$ cat src/rtl/i2cs_stat_pkg.sv
package i2cs_stat_pkg;
   localparam int STAT_W  = 8;
   // status byte bit positions
   localparam int B_DIF   = 7;
   localparam int B_APIF  = 6;
   localparam int B_HOLD  = 5;
   localparam int B_RXACK = 4;
   localparam int B_COLL  = 3;
   localparam int B_BERR  = 2;
   localparam int B_DIR   = 1;
   localparam int B_AP    = 0;
   // sticky write-one-to-clear flag slots
   localparam int N_STICKY = 4;
   localparam int I_DIF  = 0;
   localparam int I_APIF = 1;
   localparam int I_COLL = 2;
   localparam int I_BERR = 3;

   function automatic int sticky_pos(input int idx);
      case (idx)
         I_DIF:   return B_DIF;
         I_APIF:  return B_APIF;
         I_COLL:  return B_COLL;
         default: return B_BERR;
      endcase
   endfunction
endpackage

$ cat src/rtl/i2cs_flag_cell.sv
module i2cs_flag_cell #(
   parameter bit SET_WINS = 1'b1
) (
   input  logic clk,
   input  logic rst_n,
   input  logic set_i,
   input  logic clr_i,
   output logic q_o
);
   generate
      if (SET_WINS) begin : g_set_first
         always_ff @(posedge clk or negedge rst_n) begin
            if (!rst_n)     q_o <= 1'b0;
            else if (set_i) q_o <= 1'b1;
            else if (clr_i) q_o <= 1'b0;
         end
         AST_SET_BEATS_CLR: assert property (@(posedge clk) disable iff (!rst_n)
            set_i |=> q_o);
      end else begin : g_clr_first
         always_ff @(posedge clk or negedge rst_n) begin
            if (!rst_n)     q_o <= 1'b0;
            else if (clr_i) q_o <= 1'b0;
            else if (set_i) q_o <= 1'b1;
         end
         AST_CLR_BEATS_SET: assert property (@(posedge clk) disable iff (!rst_n)
            clr_i |=> !q_o);
      end
   endgenerate
endmodule

$ cat src/rtl/i2cs_field_latch.sv
module i2cs_field_latch #(
   parameter int          W         = 1,
   parameter logic [W-1:0] RESET_VAL = '0
) (
   input  logic         clk,
   input  logic         rst_n,
   input  logic         ld_i,
   input  logic [W-1:0] d_i,
   output logic [W-1:0] q_o
);
   initial begin
      if (W < 1) $error("i2cs_field_latch: W must be at least 1");
   end

   always_ff @(posedge clk or negedge rst_n) begin
      if (!rst_n)    q_o <= RESET_VAL;
      else if (ld_i) q_o <= d_i;
   end

   AST_LATCH_HOLDS: assert property (@(posedge clk) disable iff (!rst_n)
      !ld_i |=> $stable(q_o));
endmodule

$ cat src/rtl/i2cs_sda_gate.sv
module i2cs_sda_gate (
   input  logic coll_i,
   input  logic eng_low_i,
   output logic drive_low_o
);
   always_comb drive_low_o = eng_low_i & ~coll_i;
endmodule

$ cat src/rtl/i2cs_status_ctrl.sv
module i2cs_status_ctrl
   import i2cs_stat_pkg::*;
#(
   parameter bit SET_PRIORITY  = 1'b1,
   parameter bit BUSERR_GATED  = 1'b1,
   parameter bit ADDR_OVER_STOP = 1'b1
) (
   input  logic              clk,
   input  logic              rst_n,
   input  logic              ev_byte_done,
   input  logic              ev_addr_match,
   input  logic              ev_stop,
   input  logic              ev_start,
   input  logic              ev_ack_valid,
   input  logic              ack_bit,
   input  logic              addr_dir,
   input  logic              ev_coll,
   input  logic              ev_illegal,
   input  logic              master_en,
   input  logic              eng_sda_low,
   input  logic              reg_rd,
   input  logic              reg_wr,
   input  logic [STAT_W-1:0] reg_wdata,
   input  logic              data_rd,
   input  logic              data_wr,
   input  logic              cmd_wr,
   input  logic              dif_ien,
   input  logic              aif_ien,
   output logic [STAT_W-1:0] status,
   output logic              scl_hold,
   output logic              sda_drive_low,
   output logic              irq_data,
   output logic              irq_addr
);
   initial begin
      if (STAT_W != 8) $error("i2cs_status_ctrl: status byte must be 8 bits");
   end

   logic                implicit_clr;
   logic [N_STICKY-1:0] set_vec, clr_vec, flag_q;
   logic                berr_set;
   logic                ap_q, dir_q, rxack_q;
   logic                hold;
   logic                unused_ro_bits;

   assign implicit_clr   = data_rd | data_wr | cmd_wr;
   assign unused_ro_bits = ^{reg_wdata[B_HOLD], reg_wdata[B_RXACK],
                             reg_wdata[B_DIR], reg_wdata[B_AP], reg_rd};

   generate
      if (BUSERR_GATED) begin : g_berr_gated
         assign berr_set = ev_illegal & master_en;
      end else begin : g_berr_free
         assign berr_set = ev_illegal;
      end
   endgenerate

   always_comb begin
      set_vec         = '0;
      clr_vec         = '0;
      set_vec[I_DIF]  = ev_byte_done;
      set_vec[I_APIF] = ev_addr_match | ev_stop;
      set_vec[I_COLL] = ev_coll;
      set_vec[I_BERR] = berr_set;
      clr_vec[I_DIF]  = implicit_clr;
      clr_vec[I_APIF] = implicit_clr;
      clr_vec[I_COLL] = ev_start;
      for (int k = 0; k < N_STICKY; k++)
         clr_vec[k] = clr_vec[k] | (reg_wr & reg_wdata[sticky_pos(k)]);
   end

   genvar gi;
   generate
      for (gi = 0; gi < N_STICKY; gi++) begin : g_sticky
         i2cs_flag_cell #(.SET_WINS(SET_PRIORITY)) u_flag (
            .clk   (clk),
            .rst_n (rst_n),
            .set_i (set_vec[gi]),
            .clr_i (clr_vec[gi]),
            .q_o   (flag_q[gi])
         );
      end
   endgenerate

   logic ap_d;
   generate
      if (ADDR_OVER_STOP) begin : g_ap_addr
         assign ap_d = ev_addr_match;
      end else begin : g_ap_stop
         assign ap_d = ~ev_stop;
      end
   endgenerate

   i2cs_field_latch #(.W(1)) u_ap (
      .clk (clk), .rst_n (rst_n),
      .ld_i (ev_addr_match | ev_stop), .d_i (ap_d), .q_o (ap_q));

   i2cs_field_latch #(.W(1)) u_dir (
      .clk (clk), .rst_n (rst_n),
      .ld_i (ev_addr_match), .d_i (addr_dir), .q_o (dir_q));

   i2cs_field_latch #(.W(1)) u_rxack (
      .clk (clk), .rst_n (rst_n),
      .ld_i (ev_ack_valid), .d_i (ack_bit), .q_o (rxack_q));

   i2cs_sda_gate u_gate (
      .coll_i      (flag_q[I_COLL]),
      .eng_low_i   (eng_sda_low),
      .drive_low_o (sda_drive_low));

   assign hold = flag_q[I_DIF] | flag_q[I_APIF];

   always_comb begin
      status          = '0;
      status[B_DIF]   = flag_q[I_DIF];
      status[B_APIF]  = flag_q[I_APIF];
      status[B_HOLD]  = hold;
      status[B_RXACK] = rxack_q;
      status[B_COLL]  = flag_q[I_COLL];
      status[B_BERR]  = flag_q[I_BERR];
      status[B_DIR]   = dir_q;
      status[B_AP]    = ap_q;
   end

   assign scl_hold = hold;
   assign irq_data = flag_q[I_DIF]  & dif_ien;
   assign irq_addr = flag_q[I_APIF] & aif_ien;

   logic quiet;
   assign quiet = !(ev_byte_done || ev_addr_match || ev_stop || ev_start ||
                    ev_ack_valid || ev_coll || ev_illegal || reg_wr ||
                    data_rd || data_wr || cmd_wr);

   AST_DIF_SETS: assert property (@(posedge clk) disable iff (!rst_n)
      ev_byte_done |=> status[B_DIF]);
   AST_IMPLICIT_CLR: assert property (@(posedge clk) disable iff (!rst_n)
      implicit_clr && !ev_byte_done && !ev_addr_match && !ev_stop
      |=> !status[B_DIF] && !status[B_APIF]);
   AST_ADDR_CAUSE: assert property (@(posedge clk) disable iff (!rst_n)
      ev_addr_match |=> status[B_APIF] && status[B_AP]);
   AST_STOP_CAUSE: assert property (@(posedge clk) disable iff (!rst_n)
      ev_stop && !ev_addr_match |=> status[B_APIF] && !status[B_AP]);
   AST_HOLD_RELEASE: assert property (@(posedge clk) disable iff (!rst_n)
      $fell(scl_hold) |-> $past(implicit_clr || reg_wr));
   AST_COLL_NO_LOW: assert property (@(posedge clk) disable iff (!rst_n)
      status[B_COLL] |-> !sda_drive_low);
   AST_COLL_START_CLR: assert property (@(posedge clk) disable iff (!rst_n)
      ev_start && !ev_coll |=> !status[B_COLL]);
   AST_BERR_NEEDS_MEN: assert property (@(posedge clk) disable iff (!rst_n)
      !master_en && !status[B_BERR] |=> !status[B_BERR]);
   AST_DIR_LATCH: assert property (@(posedge clk) disable iff (!rst_n)
      ev_addr_match |=> status[B_DIR] == $past(addr_dir));
   AST_IRQ_MASKED: assert property (@(posedge clk) disable iff (!rst_n)
      !dif_ien |-> !irq_data);
   AST_READ_QUIET: assert property (@(posedge clk) disable iff (!rst_n)
      reg_rd && quiet |=> $stable(status));
endmodule

$ cat config.mk
export PLATFORM = sky130hd
export DESIGN_NAME = i2cs_status_ctrl
export DESIGN_NICKNAME = d
export VERILOG_FILES = /design/src/rtl/i2cs_stat_pkg.sv /design/src/rtl/i2cs_flag_cell.sv /design/src/rtl/i2cs_field_latch.sv /design/src/rtl/i2cs_sda_gate.sv /design/src/rtl/i2cs_status_ctrl.sv
export SDC_FILE = /design/constraint.sdc
export NUM_CORES = 1
export LEC_CHECK = 0
export BUFFER_PORTS_ARGS = -buffer_cell sky130_fd_sc_hd__buf_2
export CAP_MARGIN = 20
export CORE_MARGIN = 2
export CORE_UTILIZATION = 29
export DETAILED_ROUTE_END_ITERATION = 10
export GPL_TIMING_DRIVEN = 0
export PLACE_DENSITY = 0.83
export SLEW_MARGIN = 20
export SYNTH_ARGS = -nofsm -noshare
export SYNTH_HDL_FRONTEND = slang
export SYNTH_HIERARCHICAL = 1
export SYNTH_SLANG_ARGS = --single-unit
$ cat constraint.sdc
create_clock -name clk -period 0.8 [get_ports clk]
set_input_delay 0.04 -clock clk [delete_from_list [all_inputs] [get_ports clk]]
set_output_delay 0.04 -clock clk [all_outputs]
set_load 0.02 [all_outputs]
==> run summary, run 1 <==
Status = finished with violations
Failing checks = negative setup slack
Cell total after placement = 81
Synthesized Nets = 60
Unrepaired setup endpoints after global routing = true
Drt drc = 0
Fmax = 856 MHz
Finish-stage setup viols = 17
Critical path class = reg2out
Core outline area = 1250 µm²
Final HPWL DP = 667 µm
TritonRoute pass-1 iters = 2
Synth top area share = 0.462
Final hold violation count = 0
Critical path cell sequence = or2_4 -> buf_6 -> buf_6
Min Tclk post-route = 1.17 ns
Global route overflow = 0
Setup TNS = -2.45 ns
Cell Area, Synth = 379 µm²
Number of synthesized flops with an enable pin = 0
Post-synth top flop = dfrtp_1
Seq cells post-synth = 7
Largest net degree at the start of global routing = 8
Maximum vdd ir drop = 0.739 mV
First-pass GRT wire length = 1480 µm
Via Count = 405
Final WL = 953 µm
Final slew viol count = 0
Crit start category = flop
Final worst-path cycle share = 1.46
Ports = 40
Nets@finish = 110
Routed length per instance = 9.93 µm
Final Util = 0.635
Most common cell in the netlist = dfrtp_1
Latest clock arrival within the worst-skew pair = 0.25 ns
WP data required = 0.76 ns
Final Instance Count excl. Fillers = 96
Yosys warns = 6
Static Leakage = 0.442 nW
Total power = 1.13 mW
Pwr/cell area = 1420 nW/µm²
Die height = 40.2 µm
Routability Congestion = 0.606
TritonCTS clock tree = done
Worst-Margin Slew = 0.182 ns
Commonest cells post-synth = dfrtp_1, a21o_1, buf_4, inv_1
Crit-path slowest cell = dfrtp_2
Placed Instance Area = 577 µm²
CTS clk-pin slew, worst paths = 0.05 ns
Antenna diode count = 0
CTS sink cnt = 7
Place WS = -0.142 ns
Most frequent CP cell = buf_6
Max clock buf depth = 2
Hold slack = 0.0234 ns
CP delay by family, top = flip-flops
Max cap viols = 0
Antenna-violating nets left = 0
Synth area leaders = dfrtp_1, mux2_4, a21o_1
Register area share after synthesis = 0.462
Worst hold path class = in2reg
WP buf/inv = 2
Post-Syn Instances = 32
Setup WS post-layout = -0.368 ns
Worst-path maximum fanout = 2
Full die area = 1610 µm²
Vias per std cell = 4.22
Overall routing resource usage = 0.152
Row cnt = 13
Mapped Avg Cell Area = 11.8 µm²
I/O Buffers = 34
Die width = 40.2 µm
Initial core utilization = 0.303
CP Capture Type = primary output
Clock root cell = clkbuf_4
Fin area = 796 µm²
Drt initial violations = 5
Post-synth cell types = 11
Slew Limit Headroom = 0.878
Cts bufs inserted = 3
Fraction of registers with async set/reset = 1.00
Layout cells sized above 1 = 0.741
Final Skew = 0 ns
Worst path max stage delay = 0.40 ns
Area Overhead vs Synth = 110%
Critical path arrival = 1.13 ns
Initial antenna violation count = 0
Vias in the first global route = 398
H-tree Lvls = 1
Area leader, netlist = dfrtp_1
-- area by class of cell --
class                   count  area, µm²
fillers                   101        457
repair buffers             45        347
flip-flops and latches      7        178
multi-input cells          17        166
plain buffers               4       45.0
clock buffers               4       26.3
well taps                  15       18.8
inverters                   4       15.0
-- cells in the final DEF (no fill, tap or decap), drive strengths merged --
| cell type | instances |
|---|---|
| buf | 45 |
| dfrtp | 7 |
| a21o | 5 |
| inv | 4 |
| dlygate4sd3 | 4 |
| clkbuf | 4 |
| and2 | 4 |
| mux2 | 3 |
| a2111o | 2 |
| or2 | 2 |
| nor2b | 1 |
-- cell families after synthesis --
family	count (synthesis)	share of synthesized area
AO/OA/AOI/OAI	7	0.162
buffers and inverters	8	0.119
flip-flops	7	0.462
multiplexers	3	0.119
AND/OR/NAND/NOR	7	0.139
-- report_power, final --
| group | internal [mW] | switching [mW] |
|---|---|---|
| clock network | 0.191 | 0.134 |
| logic | 0.256 | 0.141 |
| registers | 0.385 | 0.0245 |
-- flip-flops by register name, indices dropped and copies added, names as in the netlist --
| name | count |
|---|---|
| g_sticky.u_flag/q_o | 4 |
| u_dir/q_o | 1 |
| u_ap/q_o | 1 |
| u_rxack/q_o | 1 |
-- metal layers --
| layer | wire (µm) | part of all wire | global-route usage | up-vias |
|---|---|---|---|---|
| li1 | - | - | - | 201 |
| met3 | 79 | 0.083 | 0.0722 | 2 |
| met4 | 17 | 0.018 | 0.103 | 0 |
| met1 | 344 | 0.36 | 0.121 | 181 |
| met2 | 511 | 0.54 | 0.282 | 21 |
| met5 | 0 | 0 | 0 | - |
-- repair_timing --
action                     CTS  global route
pin swaps                    1             1
cloned                       0             0
resized for setup           29             2
hold buffers                 3             1
setup buffers                7             0
hold endpoints to repair     9             1
setup endpoints to repair   12            18
-- path summary, 6_finish.rpt --
path,from,endpoint,slack (ns),cells past startpoint
setup reg to reg,u_ap/q_o$_DFFE_PN0P_,u_ap/q_o$_DFFE_PN0P_,-0.08,2
hold / removal,ack_bit,u_rxack/q_o$_DFFE_PN0P_,0.02,2
hold reg to reg,g_sticky[3].u_flag/q_o$_DFFE_PN0P_,g_sticky[3].u_flag/q_o$_DFFE_PN0P_,0.59,2
max in group asynchronous,rst_n,g_sticky[0].u_flag/q_o$_DFFE_PN0P_,0.49,2
setup / recovery,g_sticky[0].u_flag/q_o$_DFFE_PN0P_,status[5],-0.37,3
min in group asynchronous,rst_n,g_sticky[3].u_flag/q_o$_DFFE_PN0P_,0.15,2
No activity file was read; power rests on OpenSTA's default activity.
==> run 2: changes to the inputs <==
--- a/config.mk
+++ b/config.mk
@@ -9,9 +9,11 @@
 export CAP_MARGIN = 20
 export CORE_MARGIN = 2
 export CORE_UTILIZATION = 29
+export CTS_BUF_LIST = sky130_fd_sc_hd__clkbuf_16
+export CTS_CLUSTER_SIZE = 20
 export DETAILED_ROUTE_END_ITERATION = 10
 export GPL_TIMING_DRIVEN = 0
-export PLACE_DENSITY = 0.83
+export PLACE_DENSITY = 0.71
 export SLEW_MARGIN = 20
 export SYNTH_ARGS = -nofsm -noshare
 export SYNTH_HDL_FRONTEND = slang
==> run 2 against run 1 <==
Net effect: the run still ends with negative setup slack left; final area shrank 2.7%; combinational power decreased by 16%; sequential cell count did not move; clock-buffer cell count is 1 lower; maximum frequency is 2.2% higher; hold slack improved by 0.022 ns; final cell count decreased by 7.3%; critical path type unchanged; critical endpoint unchanged.
==> run summary, run 2 (synthesis results as in run 1) <==
Worst-path maximum fanout = 2 (unchanged)
Maximum vdd ir drop = 1.16 mV (+57%)
Overall routing resource usage = 0.150 (-0.00186)
Ports = 40 (unchanged)
CTS sink cnt = 7 (unchanged)
Nets@finish = 103 (-6.4%)
Min Tclk post-route = 1.14 ns (-0.0249 ns)
Layout cells sized above 1 = 0.730 (-0.0110)
Finish-stage setup viols = 10 (-7)
Critical path cell sequence = or2_4 -> buf_6 -> buf_6
Critical path arrival = 1.10 ns (-0.03 ns)
Switching Power = 0.340 mW (+14%)
Reg area = 178 µm² (unchanged)
Antenna diode count = 0 (unchanged)
Routed length per instance = 11.1 µm (+12%)
Final Util = 0.618 (-0.0170)
Worst-Margin Slew = 0.171 ns (-0.0116 ns)
Die height = 40.2 µm (unchanged)
Part of the power in registers = 0.260 (-0.103)
Total power = 1.58 mW (+40%)
Antenna-violating nets left = 0 (unchanged)
Commonest non-fill, non-tap cells in the layout = buf_2, buf_6, inv_1, dfrtp_1, a21o_1
CP Capture Type = primary output
Most frequent CP cell = buf_6
Fmax = 875 MHz (+2.2%)
Worst Hold Path Cells = 2 (unchanged)
Final HPWL DP = 671 µm (+0.49%)
Unrepaired setup endpoints after global routing = true
Place WS = -0.141 ns (+0.000786 ns)
Area occupied by multi-input gates = 166 µm² (unchanged)
Latest clock arrival within the worst-skew pair = 0.23 ns (-0.02 ns)
Row cnt = 13 (unchanged)
Int Power = 1.24 mW (+49%)
Area Overhead vs Synth = 104%
Endpoint, Worst Hold = u_dir/q_o$_DFFE_PN0P_
Worst path max stage delay = 0.39 ns (about the same)
Failing checks = negative setup slack
H-tree Lvls = 1 (unchanged)
Clk pwr share = 0.528 (+0.241)
TritonCTS clock tree = done
Crit start category = flop
Drt drc = 0 (unchanged)
CTS clk-pin slew, worst paths = 0.04 ns (about the same)
Initial antenna violation count = 0 (unchanged)
I/O Buffers = 34 (unchanged)
Core outline area = 1250 µm² (unchanged)
Final WL = 991 µm (+4.0%)
Reg-to-Reg Start = g_sticky[1].u_flag/q_o$_DFFE_PN0P_
Routability Congestion = 0.643 (+6.1%)
Full die area = 1610 µm² (unchanged)
Vias in the first global route = 383 (-3.8%)
Max cap viols = 0 (unchanged)
Sw Ratio = 0.215 (-0.0495)
Hold Path Origin = addr_dir
Combinational power share = 0.212 (-0.139)
Static Leakage = 0.430 nW (-2.7%)
Pwr/cell area = 2040 nW/µm² (+44%)
Initial core utilization = 0.303 (unchanged)
Fillcell total = 112 (+11%)
Largest net degree at the start of global routing = 8 (unchanged)
Slew Limit Headroom = 0.886 (+0.00776)
Cts bufs inserted = 3 (unchanged)
Status = finished with violations
Clock root cell = clkbuf_16
Vias per std cell = 4.26 (+0.94%)
Most flops, register = g_sticky.u_flag/q_o
Setup WS post-layout = -0.343 ns (+0.0249 ns)
Drt initial violations = 2 (-3)
Final Instance Count excl. Fillers = 89 (-7.3%)
Die width = 40.2 µm (unchanged)
Critical path class = reg2out
WP data required = 0.76 ns (about the same)
Worst hold path class = in2reg
Setup TNS = -1.55 ns (+0.898 ns)
Flop2flop setup slack = -0.07 ns (about the same)
Final hold violation count = 0 (unchanged)
Final slew viol count = 0 (unchanged)
Global route overflow = 0 (unchanged)
Final Skew = 0 ns (unchanged)
Crit-path slowest cell = dfrtp_2
Max FFs per register = 4 (unchanged)
Via Count = 379 (-6.4%)
Cell total after placement = 81 (unchanged)
First-pass GRT wire length = 1460 µm (-1.4%)
TritonRoute pass-1 iters = 2 (unchanged)
Max clock buf depth = 2 (unchanged)
Reg2Reg Capture Point = g_sticky[1].u_flag/q_o$_DFFE_PN0P_
Reg2reg path depth = 3 (+1)
Commonest non-fill, non-tap cell in the layout = buf_2
Final worst-path cycle share = 1.43 (-0.0311)
run 2: power by group through the flow:
| stage | combinational (mW) | clock [mW] | sequential (mW) |
|---|---|---|---|
| 2_1_floorplan | 0.128 | 0 | 0.429 |
| 3_3_place_gp | 0.253 | 0 | 0.411 |
| 3_5_place_dp | 0.256 | 0 | 0.411 |
| 4_1_cts | 0.319 | 0.845 | 0.409 |
| 5_1_grt | 0.358 | 0.875 | 0.414 |
| 6_report | 0.335 | 0.835 | 0.411 |
run 2: routing by layer:
| layer | part of all wire | up-vias | track usage |
|---|---|---|---|
| li1 | - | 186 | - |
| met1 | 0.33 | 175 | 0.116 |
| met2 | 0.58 | 16 | 0.298 |
| met3 | 0.072 | 2 | 0.0667 |
| met4 | 0.013 | 0 | 0.0776 |
| met5 | 0 | - | 0 |
run 2: layout make-up:
class	instances	area share
clock inverter	1	0.00485
clock buffer	3	0.0969
inverter	4	0.0194
tap	15	0.0242
multi-input combinational	17	0.215
timing repair buffer	41	0.396
buffer	1	0.0145
sequential	7	0.229
run 2: how the worst max path moves through the flow:
stage,startpoint,endpoint
after floorplan,g_sticky[0].u_flag/q_o$_DFFE_PN0P_,status[5]
after global placement,g_sticky[0].u_flag/q_o$_DFFE_PN0P_,status[5]
after detailed placement,g_sticky[0].u_flag/q_o$_DFFE_PN0P_,status[5]
after CTS,g_sticky[0].u_flag/q_o$_DFFE_PN0P_,status[5]
after global routing,g_sticky[0].u_flag/q_o$_DFFE_PN0P_,status[5]
final,g_sticky[0].u_flag/q_o$_DFFE_PN0P_,status[5]
run 2: through the flow:
step	hold WS [ns]	area [µm²]
final	0.0457	774
after global routing	0.0513	774
after CTS	0.0452	761
after detailed placement	-0.118	577
after global placement	-0.119	577
after floorplan	-0.256	388
run 2: critical path, delay by kind of cell (launching register included):
family | cells | cell delay (ns)
buffers and inverters | 2 | 0.24
AND/OR/NAND/NOR | 1 | 0.25
flip-flops | 1 | 0.39
run 2: timing repair:
| action | in CTS | in global routing |
|---|---|---|
| gates resized for setup | 24 | 2 |
| pin swaps | 1 | 0 |
| setup endpoints to repair | 11 | 14 |
| hold buffers | 3 | 0 |
| endpoints found under the hold margin | 9 | 0 |
| setup buffers | 3 | 1 |
==> run 3: changes to the inputs <==
--- a/config.mk
+++ b/config.mk
@@ -5,15 +5,14 @@
 export SDC_FILE = /design/constraint.sdc
 export NUM_CORES = 1
 export LEC_CHECK = 0
-export BUFFER_PORTS_ARGS = -buffer_cell sky130_fd_sc_hd__buf_2
 export CAP_MARGIN = 20
-export CORE_MARGIN = 2
-export CORE_UTILIZATION = 29
+export CORE_AREA = 2 2 39 41
 export CTS_BUF_LIST = sky130_fd_sc_hd__clkbuf_16
 export CTS_CLUSTER_SIZE = 20
 export DETAILED_ROUTE_END_ITERATION = 10
+export DIE_AREA = 0 0 41 43
+export DONT_BUFFER_PORTS = 1
 export GPL_TIMING_DRIVEN = 0
-export PLACE_DENSITY = 0.71
 export SLEW_MARGIN = 20
 export SYNTH_ARGS = -nofsm -noshare
 export SYNTH_HDL_FRONTEND = slang
==> constraint.sdc (replaced) <==
create_clock -name clk -period 1.3 [get_ports clk]
set_input_delay 0.065 -clock clk [delete_from_list [all_inputs] [get_ports clk]]
set_output_delay 0.065 -clock clk [all_outputs]
set_load 0.02 [all_outputs]
==> run 3 against run 2 <==
Net effect: the flow now finishes without violations; sequential cell count is the same; first-iteration DRC count rose to 2.5 times the previous value; global-route usage is 5.7 points lower; final cell count decreased by 34%; register-to-register slack better by 0.57 ns; sequential power fell by 36%; sequential share of layout area is 9.2 points higher; clock skew did not move; critical path type unchanged; critical endpoint unchanged.
==> run summary, run 3 (synthesis results as in run 1) <==
Status = finished clean
Setup Fix Bufs, Post-CTS = 0 (-3)
Latest clock arrival within the worst-skew pair = 0.22 ns (about the same)
Worst-Margin Slew = 0.314 ns (+0.143 ns)
Critical path class = reg2out
Routability Congestion = 0.537 (-16%)
Fillcell total = 138 (+23%)
Worst hold path class = in2reg
Full die area = 1760 µm² (+9.3%)
Reg-to-Reg Start = g_sticky[2].u_flag/q_o$_DFFE_PN0P_
Total power = 0.875 mW (-45%)
TritonRoute pass-1 iters = 2 (unchanged)
Sw Ratio = 0.205 (-0.0103)
Final Instance Count excl. Fillers = 59 (-34%)
Fmax = 819 MHz
Clk pwr share = 0.579 (+0.051)
TritonCTS clock tree = done
First-pass GRT wire length = 1100 µm (-25%)
Ports = 40 (unchanged)
Pwr/cell area = 1580 nW/µm² (-22%)
Most flops, register = g_sticky.u_flag/q_o
Max FFs per register = 4 (unchanged)
CTS clk-pin slew, worst paths = 0.04 ns (about the same)
H-tree Lvls = 1 (unchanged)
Overall routing resource usage = 0.0930 (-0.0566)
Initial core utilization = 0.274 (-0.0287)
Die height = 43 µm (+7.1%)
Worst-path maximum fanout = 4 (+2)
Final HPWL DP = 605 µm (-9.7%)
Via Count = 277 (-27%)
Switching Power = 0.179 mW (-47%)
Core outline area = 1380 µm² (+10%)
Largest net degree at the start of global routing = 8 (unchanged)
Static Leakage = 0.278 nW (-35%)
Drt drc = 0 (unchanged)
Global route overflow = 0 (unchanged)
Vias per std cell = 4.69 (+10%)
Commonest non-fill, non-tap cell in the layout = dlygate4sd3_1
Final Util = 0.400 (-0.219)
Part of the power in registers = 0.303 (+0.043)
Layout cells sized above 1 = 0.395 (-0.334)
Reg2reg path depth = 1 (-2)
Antenna-violating nets left = 0 (unchanged)
Unrepaired setup endpoints after global routing = false
CTS sink cnt = 7 (unchanged)
Initial antenna violation count = 0 (unchanged)
Row cnt = 14 (+1)
Cts bufs inserted = 3 (unchanged)
Vias in the first global route = 289 (-25%)
Place WS = 0.181 ns (+0.323 ns)
Slew Limit Headroom = 0.790 (-0.0963)
Min Tclk post-route = 1.22 ns
Critical path arrival = 1.16 ns (+0.06 ns)
Crit start category = flop
Commonest non-fill, non-tap cells in the layout = dlygate4sd3_1, inv_1, dfrtp_1, buf_4, a21o_1
Final slew viol count = 0 (unchanged)
Worst setup endpoint = status[5]
Max cap viols = 0 (unchanged)
Flop2flop setup slack = 0.50 ns (+0.57 ns)
Final worst-path cycle share = 0.939
Crit path from = g_sticky[1].u_flag/q_o$_DFFE_PN0P_
Final Skew = 0 ns (unchanged)
Int Power = 0.696 mW (-44%)
Nets@finish = 72 (-30%)
Max clock buf depth = 2 (unchanged)
Final WL = 747 µm (-25%)
Cell total after placement = 48 (-41%)
Routed length per instance = 12.7 µm (+14%)
Combinational power share = 0.119 (-0.093)
Setup WS post-layout = 0.0787 ns (+0.422 ns)
Finish-stage setup viols = 0 (-10)
Reg2Reg Capture Point = g_sticky[2].u_flag/q_o$_DFFE_PN0P_
Final hold violation count = 0 (unchanged)
Antenna diode count = 0 (unchanged)
Clock root cell = clkbuf_16
Die width = 41 µm (+2.1%)
I/O Buffers = 0 (-100%)
Drt initial violations = 5 (+3)
Maximum vdd ir drop = 0.419 mV (-64%)
Area Overhead vs Synth = 45.9%
CP Capture Type = primary output
Setup TNS = 0 ns (+1.55 ns)
WP data required = 1.24 ns (+0.48 ns)
run 3: cell type report:
cell class,count,area [µm²],share of cell area
sequential,7,178,0.321
multi-input combinational,17,161,0.292
clock buffer,3,75.1,0.136
timing repair buffer,7,70.1,0.127
buffer,4,30.0,0.0543
tap,16,20.0,0.0362
inverter,4,15.0,0.0271
clock inverter,1,3.75,0.00679
run 3: metal layers:
| layer | vias to the layer above | wire length [µm] | part of all wire | global-route usage |
|---|---|---|---|---|
| met3 | 0 | 111 | 0.15 | 0.0366 |
| met2 | 20 | 370 | 0.50 | 0.141 |
| met1 | 133 | 265 | 0.35 | 0.0921 |
| met5 | - | 0 | 0 | 0 |
| li1 | 124 | - | - | - |
| met4 | 0 | 0 | 0 | 0.0800 |
run 3: repair_timing:
action	in CTS	in global routing
resized for setup	3	0
hold endpoints to repair	12	1
setup endpoints to repair	1	0
hold buffers	6	1
run 3: through the flow:
stage / area [µm²] / hold WS (ns)
floorplan: 379 / -0.231
global placement: 399 / -0.230
detailed placement: 399 / -0.230
CTS: 543 / 0.00150
global route: 553 / 0.0497
finish: 553 / 0.0471
run 3: worst min path at each step:
| stage | slack, ns | start | endpoint | cells after the start |
|---|---|---|---|---|
| 4_1_cts | 0.002 | ev_ack_valid | u_rxack/q_o$_DFFE_PN0P_ | 1 |
| 3_3_place_gp | -0.23 | rst_n | u_rxack/q_o$_DFFE_PN0P_ | 0 |
| 3_5_place_dp | -0.23 | rst_n | u_rxack/q_o$_DFFE_PN0P_ | 0 |
| 6_report | 0.05 | master_en | g_sticky[3].u_flag/q_o$_DFFE_PN0P_ | 2 |
| 2_1_floorplan | -0.23 | rst_n | g_sticky[0].u_flag/q_o$_DFFE_PN0P_ | 0 |
| 5_1_grt | 0.05 | ev_addr_match | g_sticky[1].u_flag/q_o$_DFFE_PN0P_ | 2 |
run 3: power groups by stage:
stage / Clock, mW / Sequential (mW) / Combinational (mW)
after global placement: 0 / 0.267 / 0.0811
after global routing: 0.532 / 0.268 / 0.112
after floorplan: 0 / 0.263 / 0.0771
final: 0.507 / 0.265 / 0.104
after detailed placement: 0 / 0.267 / 0.0819
after CTS: 0.514 / 0.266 / 0.102
run 3: worst max-delay path, stage by stage (launching register included):
cell and delay [ns]:
dfrtp_2 0.46, or2_4 0.31, buf_4 0.17
